`src/rtl/shift_display_pkg.sv`:
```
package shift_display_pkg;
  typedef enum logic {
    ROT_TOWARD_LSB = 1'b0,
    ROT_TOWARD_MSB = 1'b1
  } rot_dir_e;
endpackage

```
`src/rtl/btn_edge_pulse.sv`:
```
module btn_edge_pulse (
  input  logic clk,
  input  logic rst,
  input  logic btn_raw,
  output logic pulse
);
  logic samp_new;
  logic samp_old;

  always_ff @(posedge clk) begin
    if (rst) begin
      samp_new <= 1'b0;
      samp_old <= 1'b0;
    end else begin
      samp_new <= btn_raw;
      samp_old <= samp_new;
    end
  end

  // one clock long on a rising edge of the synchronised button
  assign pulse = samp_new & ~samp_old;
endmodule

```
`src/rtl/tick_divider.sv`:
```
module tick_divider #(
  parameter int TICK_CYCLES = 25_000_000
) (
  input  logic clk,
  input  logic rst,
  output logic tick
);
  localparam int CNT_W = (TICK_CYCLES > 2) ? $clog2(TICK_CYCLES) : 1;
  localparam logic [CNT_W-1:0] LAST = CNT_W'(TICK_CYCLES - 1);

  logic [CNT_W-1:0] cnt;

  always_ff @(posedge clk) begin
    if (rst) begin
      cnt  <= '0;
      tick <= 1'b0;
    end else if (cnt == LAST) begin
      cnt  <= '0;
      tick <= 1'b1;
    end else begin
      cnt  <= cnt + CNT_W'(1);
      tick <= 1'b0;
    end
  end
endmodule

```
`src/rtl/ring_shifter.sv`:
```
module ring_shifter
  import shift_display_pkg::*;
#(
  parameter int WIDTH = 8
) (
  input  logic             clk,
  input  logic             rst,
  input  logic             step,
  input  rot_dir_e         dir,
  output logic [WIDTH-1:0] q
);
  localparam logic [WIDTH-1:0] SEED = WIDTH'(1);

  logic [WIDTH-1:0] nxt;

  for (genvar i = 0; i < WIDTH; i++) begin : g_bit
    localparam int LO = (i + WIDTH - 1) % WIDTH;
    localparam int HI = (i + 1) % WIDTH;
    assign nxt[i] = (dir == ROT_TOWARD_MSB) ? q[LO] : q[HI];
  end

  always_ff @(posedge clk) begin
    if (rst) q <= SEED;
    else if (step) q <= nxt;
  end
endmodule

```
`src/rtl/shift_display_top.sv`:
```
module shift_display_top
  import shift_display_pkg::*;
#(
  parameter int WIDTH       = 8,
  parameter int TICK_CYCLES = 25_000_000
) (
  input  logic             clk,
  input  logic             rst,
  input  logic             btn_step,
  input  logic             auto_mode,
  input  logic             dir_left,
  output logic [WIDTH-1:0] led
);
  logic btn_pulse;
  logic tick;
  logic step;
  rot_dir_e dir;

  btn_edge_pulse u_edge (
    .clk     (clk),
    .rst     (rst),
    .btn_raw (btn_step),
    .pulse   (btn_pulse)
  );

  tick_divider #(.TICK_CYCLES(TICK_CYCLES)) u_tick (
    .clk  (clk),
    .rst  (rst),
    .tick (tick)
  );

  assign step = auto_mode ? tick : btn_pulse;
  assign dir  = dir_left ? ROT_TOWARD_MSB : ROT_TOWARD_LSB;

  ring_shifter #(.WIDTH(WIDTH)) u_ring (
    .clk  (clk),
    .rst  (rst),
    .step (step),
    .dir  (dir),
    .q    (led)
  );
endmodule

```
`config.mk`:
```
export PLATFORM = sky130hd
export DESIGN_NAME = shift_display_top
export DESIGN_NICKNAME = d
export VERILOG_FILES = /design/src/rtl/shift_display_pkg.sv /design/src/rtl/btn_edge_pulse.sv /design/src/rtl/tick_divider.sv /design/src/rtl/ring_shifter.sv /design/src/rtl/shift_display_top.sv
export SDC_FILE = /design/constraint.sdc
export NUM_CORES = 1
export LEC_CHECK = 0
export ABC_AREA = 1
export BUFFER_PORTS_ARGS = -buffer_cell sky130_fd_sc_hd__clkbuf_2
export CORE_ASPECT_RATIO = 2
export CORE_MARGIN = 2
export CORE_UTILIZATION = 50
export CTS_BUF_LIST = sky130_fd_sc_hd__clkbuf_16
export DETAILED_ROUTE_END_ITERATION = 16
export GPL_ROUTABILITY_DRIVEN = 0
export GPL_TIMING_DRIVEN = 0
export PLACE_DENSITY_LB_ADDON = 0.3
export RECOVER_POWER = 100
export SYNTH_ARGS = -nofsm -noshare
export SYNTH_HDL_FRONTEND = slang
export SYNTH_SLANG_ARGS = --single-unit
```
`constraint.sdc`:
```
create_clock -name clk -period 2.22 [get_ports clk]
set_clock_uncertainty 0.2 [all_clocks]
set_input_delay 0.444 -clock clk [delete_from_list [all_inputs] [get_ports clk]]
set_output_delay 0.444 -clock clk [all_outputs]
set_load 0.005 [all_outputs]
```
### Yosys cells after proc, flatten, opt, wreduce, memory -nomap -nowiden

Cells that the tools add are included.

| word-level totals | value |
|---|---|
| register bits | 36 |
| input bits | 5 |

| cells by class | value |
|---|---|
| add/subtract/negate cells | 1 |
| eq/ne operators | 1 |
| mux-type cells | 11 |
| bitwise logic cells | 2 |
| reductions and logical operators | 1 |

Operators with widths:

| cell | count |
|---|---|
| adder 25 x 1 -> 25 bit (second input constant) | 1 |
| == test 25 bit (second input constant) | 1 |
| two-way mux 1 bit | 11 |
| OR reduction 2 bit | 1 |
| AND 1 bit | 1 |
| NOT 1 bit | 1 |

### Longest topological paths before layout

Gate-level depths: netlist (run 1).

| logic depth | value |
|---|---|
| word-level depth | 3 |
| mapped depth | 9 |

### By module

From an unflattened synthesis (run 1), not the netlist that was laid out.

| second synthesis, totals | value |
|---|---|
| cell total of the unflattened synthesis | 283 |
| area, all modules | 1901.8 um^2 |

Modules (own cells, without submodules):

| module | instances | cells an instance | area each (um^2) | seq. area each (um^2) |
|---|---|---|---|---|
| tick_divider | 1 | 202 | 1363.8 | 520.5 |
| ring_shifter | 1 | 70 | 464.2 | 160.2 |
| btn_edge_pulse | 1 | 7 | 58.8 | 40.0 |
| shift_display_top | 1 | 4 | 15.0 | 0.0 |

### Worst setup path before layout (run 1)

No wires, ideal clock.

| timing | value |
|---|---|
| kind | register -> register |
| start | reg u_tick.cnt[0] |
| end | reg u_tick.cnt[13] |
| setup time | 0.115 ns |
| data arrival time | 1.274 ns |
| path slack | 0.631 ns |
| cell stages (with the launch flop) | 10 |
| buffers on the path | 1 |
| clock period less this slack | 1.589 ns |
| path through | dfxtp_1 > ha_1 > nand2_2 > nor2_8 > nand2_2 > nor2_2 > nand2_2 > nand2_4 > buf_12 > nor2_2 |

| between the ends | value |
|---|---|
| word-level cells in the longest chain between the ends | 2 |
| elaborated cells on any way between the ends | 3 |
| those cells by class | 1 x add/sub; 1 x eq/ne; 1 x reduce/logical |

RTL lines:

| what | line | RTL |
|---|---|---|
| start, declared | tick_divider.sv:11 | `logic [CNT_W-1:0] cnt;` |
| start signal, assigned | tick_divider.sv:21 | `cnt <= cnt + CNT_W'(1);` |
| parallel branches: the longest is 2 deep, another holds adder 25 x 1 -> 25 bit | n/a |  |

Several ways; the timed one is not identified.
A chain may end at the register's enable or synchronous reset.

### Worst setup path after layout (run 1)

| timing | value |
|---|---|
| start | reg u_tick.cnt[0] |
| end | reg u_tick.cnt[18] |

Same word-level chain as after synthesis.

==> results of run 1 <==
## sequential cells by signal, indices dropped and copies added, names as in the netlist
signal	flops
u_ring.q	8
u_edge.samp_old	1
u_tick.cnt	25
u_edge.samp_new	1
u_tick.tick	1
## power groups by stage
stage | Combinational [mW] | Sequential [mW] | Clock [mW]
2_1_floorplan | 0.0501 | 0.683 | 0
3_3_place_gp | 0.0732 | 0.684 | 0
3_5_place_dp | 0.0746 | 0.684 | 0
4_1_cts | 0.0754 | 0.670 | 0.784
5_1_grt | 0.0754 | 0.672 | 0.808
6_report | 0.0680 | 0.669 | 0.774
## how the worst max path moves through the flow
| stage | startpoint | end | slack (ps) | cells past startpoint |
|---|---|---|---|---|
| final | u_tick.cnt[0] | u_tick.cnt[18] | 450 | 9 |
| after global routing | u_tick.cnt[0] | u_tick.cnt[15] | 340 | 9 |
| after CTS | u_tick.cnt[0] | u_tick.cnt[16] | 470 | 9 |
| after detailed placement | u_tick.cnt[0] | u_tick.cnt[13] | 490 | 9 |
| after global placement | u_tick.cnt[0] | u_tick.cnt[16] | 490 | 9 |
| after floorplan | u_tick.cnt[0] | u_tick.cnt[13] | 630 | 9 |
## critical path, delay by kind of cell (launching register included)
kind	cells	cell delay, ps
adder cells (fa/ha/maj)	1	190
AND/OR/NAND/NOR	7	760
buffers and inverters	1	150
flip-flops	1	350
## final cells by class
type                       instances  area share (%)
clock inverter                     3           1.761
timing repair buffer              12           2.230
tap                               49           2.876
sequential                        36           33.80
buffer                             4           2.289
clock buffer                       5           5.869
multi-input combinational        203           45.01
inverter                          35           6.162
## synth_stat cells
cell type and count:
buf_12 2, o211ai_1 2, a21oi_2 4, or2_0 2, inv_2 2, nor3b_1 1
nand2_2 5, o21ai_0 16, clkbuf_1 1, and2_1 2, nand4_1 1, nor2_2 23
inv_1 33, nor2_8 1, xor2_1 2, nand3_1 15, ha_1 1, nor3_1 1
nand2_1 77, xnor2_1 5, buf_2 1, dfxtp_1 36, nor2_4 2, a21oi_1 12
nand2_4 1, nor2_1 30
## per-layer routing
metal,up-vias,track usage (%)
li1,901,-
met1,771,18.20
met2,52,39.00
met3,23,4.573
met4,0,15.77
met5,-,0
## through the flow
step	worst slack, ps	total power, mW	hold slack, ps	instance area, sq um
final	447.8	1.511	154.4	2132
after global routing	342.8	1.555	170.2	2132
after CTS	467.2	1.529	154.3	2198
after detailed placement	486.2	0.7587	226.7	2036
after global placement	494.1	0.7568	216.3	2036
after floorplan	630.8	0.7331	210.4	1914
## logic make-up after synthesis
group	count (synthesis)	synth area share, %
simple gates	161	39.15
xor+xnor	7	3.203
compound gates	34	9.935
flops	36	37.65
buf+inv	39	9.412
fa+ha+maj	1	0.6535
==> impl_metrics.tcl, run 1 <==
set metrics [dict create \
    power_density_nw_per_um2 708.8 \
    overflow 0 \
    fin_crit_ps 1772 \
    reg2reg_from "u_tick.cnt[0]" \
    viasPerCell 5.035 \
    cts_resized 0 \
    drt_first_pass_iters 4 \
    ios 13 \
    combPwrFrac_pct 4.5 \
    critPathArrivalTime_ps 1740 \
    timing_worst_setup_path_type "reg -> reg" \
    clkTransAtPathRegs_ps 50 \
    endpoint_kind "flop" \
    seqPwrFrac_pct 44.3 \
    max-vdd-ir-drop_uv 571.8 \
    grt_pass1_vias 1689 \
    p_sw_uw 302.5 \
    diodes 0 \
    tightest_slew_ps 386.2 \
    synth_cell_types 26 \
    drt_iter0_drc 34 \
    setup-tns-final_ps 0 \
    hold_viol 0 \
    synth_cells 278 \
    min_path_cells 3 \
    syn_area_sq_um 1914 \
    cts_max_path_buffers 2 \
    slew_headroom_pct 74.25 \
    wl_met3_um 153 \
    top_layer "met4" \
    avgSynthCellArea_sq_um 6.886 \
    cp_cell_sequence "ha_1 > nand2_1 > nor2_8 > nand2_1 > nor2_1 > nand2_2 > nand2_4 > buf_12 > nor2_1" \
    grt_setup_unrepaired "false" \
    rr_endpoint "u_tick.cnt[18]" \
    final_util_pct 58.48 \
    crit_required_ps 2190 \
    cts_sinks 36 \
    setup_viol 0 \
    cts-htree-levels 2 \
    worst_setup_path_start_kind "flop" \
    tritoncts "yes" \
    drive_gt1_share_pct 9.732 \
    grtUsageTotal_pct 21.72 \
    hp-start "btn_step" \
    yosys.area.top_type "dfxtp_1" \
    vias 1747 \
    core_sq_um 3646 \
    drtAntennaViolNets 0 \
    rows 31 \
    cts_hold_buf 0 \
    multi_input_area_sq_um 959.7 \
    status "finished, final reports clean" \
    portBuffers 12 \
    die_w_um 47.76 \
    clock-root-buffer "clkbuf_16" \
    syn_nets 284 \
    final_common_cell "nand2_1" \
    grt_pass1_wl_um 6858 \
    p_int_mw 1.209 \
    r2r_setup_slack_ps 450 \
    p_leak_nw 0.7741 \
    ys_seq_area_share_pct 37.65 \
    pwr-share-clk_pct 51.2 \
    wl_per_cell_um 12.20 \
    syn_to_final_growth_pct 11.37 \
    critPathMaxStageDelay_ps 350 \
    max_freq_mhz 564.3 \
    dp_hpwl_um 3183 \
    ff_latch_area_sq_um 720.7 \
    instances_no_fill 347 \
    yosysWarnings 0 \
    post_cts_buffers 0 \
    worstHoldEndpoint "u_edge.samp_new" \
    reg2reg_depth 9 \
    synth_area_leaders "dfxtp_1, nand2_1, nor2_2, inv_1, nor2_1" \
    grt_max_degree 12 \
    synth_seq_cells 36 \
    dieArea_sq_um 4370 \
    nets 303 \
    worstSkewPairLatency_ps 280 \
    initial_core_util_pct 52.51 \
    die_h_um 91.51 \
    route.met2.wl_um 2321 \
    drt-total-wl_um 4235 \
    numCtsBuffers 5 \
    nFillCells 388 \
    timing.final.crit_share_pct 79.83 \
    wl_met1_um 1459 \
    report.final.slew_viol_count 0 \
    final_cell_mix "nand2_1, nor2_1, dfxtp_1" \
    path_max_fanout 10 \
    antenna_found_initial 0 \
    placed_cells 339 \
    min_path_type "in -> reg" \
    switching_share_pct 20.02 \
    synth_top_area_share_pct 37.65 \
    drc_errors 0 \
    crit_path_top_delay_cell "dfxtp_1" \
    drv_cap 0 \
]
No activity file was read; power rests on OpenSTA's default activity.
==> run 2: changes to the inputs <==
- ABC_AREA: 1 -> 0
- clock period: 2.22 -> 1.4 ns (I/O delays scaled with it)
==> impl_metrics.tcl, run 2 <==
set metrics [dict create \
    status "finished with violations" \
    failed_checks "setup timing" \
    ys_seq_area_share_pct 44.27 \
    endpoint_kind "flop" \
    drt_iter0_drc 39 \
    hp-start "btn_step" \
    power_mw 2.221 \
    overflow 0 \
    ios 13 \
    synth_area_leaders "dfxtp_1, nor2_1, mux2i_1, xnor2_1, a211oi_1" \
    vias 1591 \
    timing_worst_setup_path_type "reg -> reg" \
    final_util_pct 73.88 \
    rows 29 \
    hold_viol 0 \
    max_freq_mhz 477.8 \
    syn_nets 189 \
    initial_core_util_pct 51.57 \
    worstSkewPairLatency_ps 280 \
    synth_top_area_share_pct 44.27 \
    synth_cell_types 33 \
    grtUsageTotal_pct 24.87 \
    regMostFlops "u_tick.cnt" \
    clkTransAtPathRegs_ps 50 \
    final_cell_mix "buf_4, dfxtp_1, nor2_1" \
    final_common_cell "buf_4" \
    fin_crit_ps 2093 \
    min_path_type "in -> reg" \
    clock-root-buffer "clkbuf_16" \
    placed_area_sq_um 1792 \
    yosys.area.top_type "dfxtp_1" \
    dp_hpwl_um 2378 \
    fin_ws_ps -692.8 \
    reg_top3 "u_tick.cnt: 25 flops, u_ring.q: 8 flops" \
    drv_cap 0 \
    die_h_um 84.69 \
    wl_per_cell_um 17.69 \
    drive_gt1_share_pct 46.90 \
    avgSynthCellArea_sq_um 8.895 \
    drtAntennaViolNets 0 \
    setup_viol 25 \
    drt_first_pass_iters 4 \
    postSynth.asyncResetShare_pct 0 \
    cts-htree-levels 2 \
    reg2reg_from "u_tick.cnt[7]" \
    synth_cells 183 \
    antenna_found_initial 0 \
    critPathArrivalTime_ps 2100 \
    synth_seq_cells 36 \
    nFillCells 221 \
    dieArea_sq_um 3756 \
    core_sq_um 3157 \
    cts_max_path_buffers 2 \
    max-vdd-ir-drop_uv 914.1 \
    grt_pass1_wl_um 6948 \
    placed_cells 225 \
    yosys-top-cells-count "dfxtp_1, nor2_1, a21oi_1, nand3_1, mux2i_1" \
    path_max_fanout 4 \
    syn_to_final_growth_pct 43.27 \
    grt_max_degree 11 \
    synth_edf_count 0 \
    crit_required_ps 1410 \
    slew_headroom_pct 67.92 \
    diodes 0 \
    grt_setup_unrepaired "true" \
    drc_errors 0 \
    timing.final.crit_share_pct 149.5 \
    viasPerCell 6.191 \
    worst_setup_path_start_kind "flop" \
    power_density_nw_per_um2 952.4 \
    tightest_slew_ps 481.2 \
    tritoncts "yes" \
    grt_pass1_vias 1560 \
    yosysWarnings 0 \
    instances_no_fill 257 \
    syn_area_sq_um 1628 \
    largest_reg_flops 25 \
    final_cell_area_sq_um 2332 \
    numCtsBuffers 5 \
    portBuffers 11 \
    cts_hold_buf 0 \
    p_leak_nw 0.7973 \
    place_ws_ps -725.8 \
    cp-startpoint "u_tick.cnt[7]" \
    report.final.slew_viol_count 0 \
    cts_sinks 36 \
    die_w_um 44.35 \
    nets 232 \
    synth-main-ff-cell "dfxtp_1" \
    yosys.cell_count.top_type "dfxtp_1" \
    drt-total-wl_um 4547 \
]
[run 2: layer usage]
layer,track usage [%],share of wire (%)
met1,24.09,37
met2,44.39,55
met3,5.591,2.9
met4,15.43,5.0
met5,0,0
[run 2: power by group]
part / internal, mW / switching [mW] / total, mW / leakage [nW]
logic: 0.0718 / 0.0745 / 0.146 / 0.429
clock network: 0.635 / 0.380 / 1.02 / 0.0648
registers: 1.04 / 0.0236 / 1.06 / 0.303
[run 2: kinds of logic after synthesis]
| logic type | share of synthesized area, % |
|---|---|
| AND/OR/NAND/NOR | 27.59 |
| flip-flops | 44.27 |
| AO/OA/AOI/OAI | 11.84 |
| XOR/XNOR | 6.457 |
| buffers and inverters | 3.459 |
| multiplexers | 5.611 |
| adder cells (fa/ha/maj) | 0.7685 |
[run 2: area by class of cell]
| type | instances | area, sq um | area share, % |
|---|---|---|---|
| Sequential cell | 36 | 765.7 | 32.83 |
| Tap cell | 31 | 38.79 | 1.663 |
| Inverter | 5 | 18.77 | 0.8047 |
| Buffer | 7 | 61.31 | 2.629 |
| Timing Repair Buffer | 36 | 259.0 | 11.11 |
| Multi-Input combinational cell | 135 | 1056 | 45.28 |
| Clock inverter | 2 | 7.507 | 0.3219 |
| Clock buffer | 5 | 125.1 | 5.365 |
[run 2: worst paths after layout]
path	to	slack [ps]	depth (start not counted)
setup / recovery	u_tick.cnt[22]	-690	5
hold / removal	u_edge.samp_new	30	2
setup reg to reg	u_tick.cnt[22]	-690	5
hold reg to reg	u_edge.samp_old	290	1
[run 2: what timing repair did]
item / in CTS / in global routing
pin swaps: 15 / 2
setup buffers: 17 / 6
endpoints found under the setup margin: 32 / 27
gates cloned: 2 / 0
resized for setup: 38 / 25
hold endpoints to repair: 0 / 0
[run 2: critical path, stage by stage (launching register included)]
cell	delay [ps]
dfxtp_4	370
nand4_1	170
or4_4	560
buf_6	160
or4b_4	510
o21ai_2	70
[run 2: per-stage QoR]
stage	TNS [ps]	hold WS, ps
after floorplan	-9312	151.6
after global placement	-12630	255.7
after detailed placement	-13210	259.3
after CTS	-12650	28.35
after global routing	-14910	30.27
final	-14160	28.17
==> run 3: changes to the inputs <==
- CORE_UTILIZATION: 50 -> 45
==> impl_metrics.tcl, run 3 (same netlist as run 2, synthesis figures left out) <==
set metrics [dict create \
    drt-total-wl_um 3964 \
    dp_hpwl_um 2212 \
    placed_area_sq_um 1814 \
    timing.final.crit_share_pct 144.2 \
    clkTransAtPathRegs_ps 60 \
    grtUsageTotal_pct 20.72 \
    overflow 0 \
    critPathArrivalTime_ps 2030 \
    drc_errors 0 \
    grt_max_degree 13 \
    diodes 0 \
    die_w_um 46.53 \
    nFillCells 275 \
    regMostFlops "u_tick.cnt" \
    grt_pass1_vias 1494 \
    portBuffers 11 \
    cp_cell_sequence "nand4_1 > or4_4 > buf_6 > or4b_4 > o21ai_2" \
    crit_required_ps 1410 \
    power_density_nw_per_um2 1071 \
    final_util_pct 64.69 \
    largest_reg_flops 25 \
    power_mw 2.445 \
    wl_per_cell_um 14.41 \
    drtAntennaViolNets 0 \
    critPathMaxStageDelay_ps 530 \
    final_cell_area_sq_um 2283 \
    max-vdd-ir-drop_uv 1004 \
    rows 31 \
    antenna_found_initial 0 \
    worst_setup_path_start_kind "flop" \
    drt_first_pass_iters 5 \
    failed_checks "setup timing" \
    ios 13 \
    worstSkewPairLatency_ps 280 \
    reg_top3 "u_tick.cnt: 25 flops, u_ring.q: 8 flops" \
    clock-root-buffer "clkbuf_16" \
    syn_to_final_growth_pct 40.28 \
    cts_max_path_buffers 2 \
    viasPerCell 5.465 \
    drive_gt1_share_pct 34.07 \
    timing_worst_setup_path_type "reg -> reg" \
    slew_headroom_pct 71.20 \
    tritoncts "yes" \
    dieArea_sq_um 4144 \
    grt_pass1_wl_um 6423 \
    cts_sinks 36 \
    path_max_fanout 5 \
    final_common_cell "nor2_1" \
    tightest_slew_ps 432.0 \
    p_leak_nw 0.7935 \
    numCtsBuffers 5 \
    ff_latch_area_sq_um 763.2 \
    place_ws_ps -725.8 \
    crit_path_top_delay_cell "or4_4" \
    max_freq_mhz 495.2 \
    hold_viol 0 \
    endpoint_kind "flop" \
    initial_core_util_pct 46.12 \
    core_sq_um 3530 \
    fin_crit_ps 2019 \
    multi_input_area_sq_um 952.2 \
    report.final.slew_viol_count 0 \
    final_cell_mix "nor2_1, dfxtp_1, buf_4" \
    cts-htree-levels 2 \
    grt_setup_unrepaired "true" \
    drv_cap 0 \
    setup_viol 27 \
    setup-tns-final_ps -13020 \
    nets 231 \
    fin_ws_ps -619.3 \
    drt_iter0_drc 24 \
    vias 1503 \
    min_path_type "in -> reg" \
    cts_hold_buf 0 \
    die_h_um 89.06 \
    status "finished with violations" \
]
==> run 3: changes by cell type in the layout (fill, tap and decap cells not counted), sizes merged <==
cell,before,now
buf,30,26
clkbuf,18,21
bufinv,0,1
clkinv,2,1
clkinvlp,0,1
==> run 3: stage by stage <==
| stage | hold slack, ps | std cells |
|---|---|---|
| floorplan | 151.6 | 183 |
| global placement | 254.4 | 243 |
| detailed placement | 265.9 | 243 |
| CTS | 14.80 | 275 |
| global route | 47.59 | 275 |
| finish | 41.81 | 275 |
==> run 3: layout make-up <==
type	count	area share [%]
clock inverters	3	1.863
multi-input cells	135	41.70
plain buffers	7	2.959
well taps	49	2.685
repair buffers	35	11.07
inverters	5	0.8219
flip-flops and latches	36	33.42
clock buffers	5	5.479
==> run 3: routing by layer <==
| metal | track usage (%) | wire [um] |
|---|---|---|
| met4 | 9.351 | 65 |
| met2 | 34.85 | 2183 |
| met5 | 0 | 0 |
| met3 | 3.838 | 83 |
| met1 | 24.47 | 1631 |
==> run 3: report_power, final <==
group | switching [mW] | leakage, nW | internal (mW)
Sequential | 0.0234 | 0.302 | 1.03
Clock | 0.415 | 0.0798 | 0.835
Combinational | 0.0672 | 0.412 | 0.0702
==> run 3: repair_timing <==
action	CTS	global route
pin swaps	7	3
endpoints found under the hold margin	0	0
endpoints found under the setup margin	30	29
setup buffers	22	0
gates resized for setup	27	10
cloned	2	0
==> run 3: worst paths after layout <==
path / start / end / slack, ps / cells after the start
setup / recovery: u_tick.cnt[7] / u_tick.cnt[22] / -620 / 5
hold / removal: btn_step / u_edge.samp_new / 40 / 2
setup reg to reg: u_tick.cnt[7] / u_tick.cnt[22] / -620 / 5
hold reg to reg: u_edge.samp_new / u_edge.samp_old / 280 / 1
==> run 3: critical path: cells and delay by family, from the launching register on <==
| kind | cells | cell delay [ps] |
|---|---|---|
| flip-flops | 1 | 370 |
| AND/OR/NAND/NOR | 3 | 1160 |
| AO/OA/AOI/OAI | 1 | 70 |
| buffers and inverters | 1 | 150 |
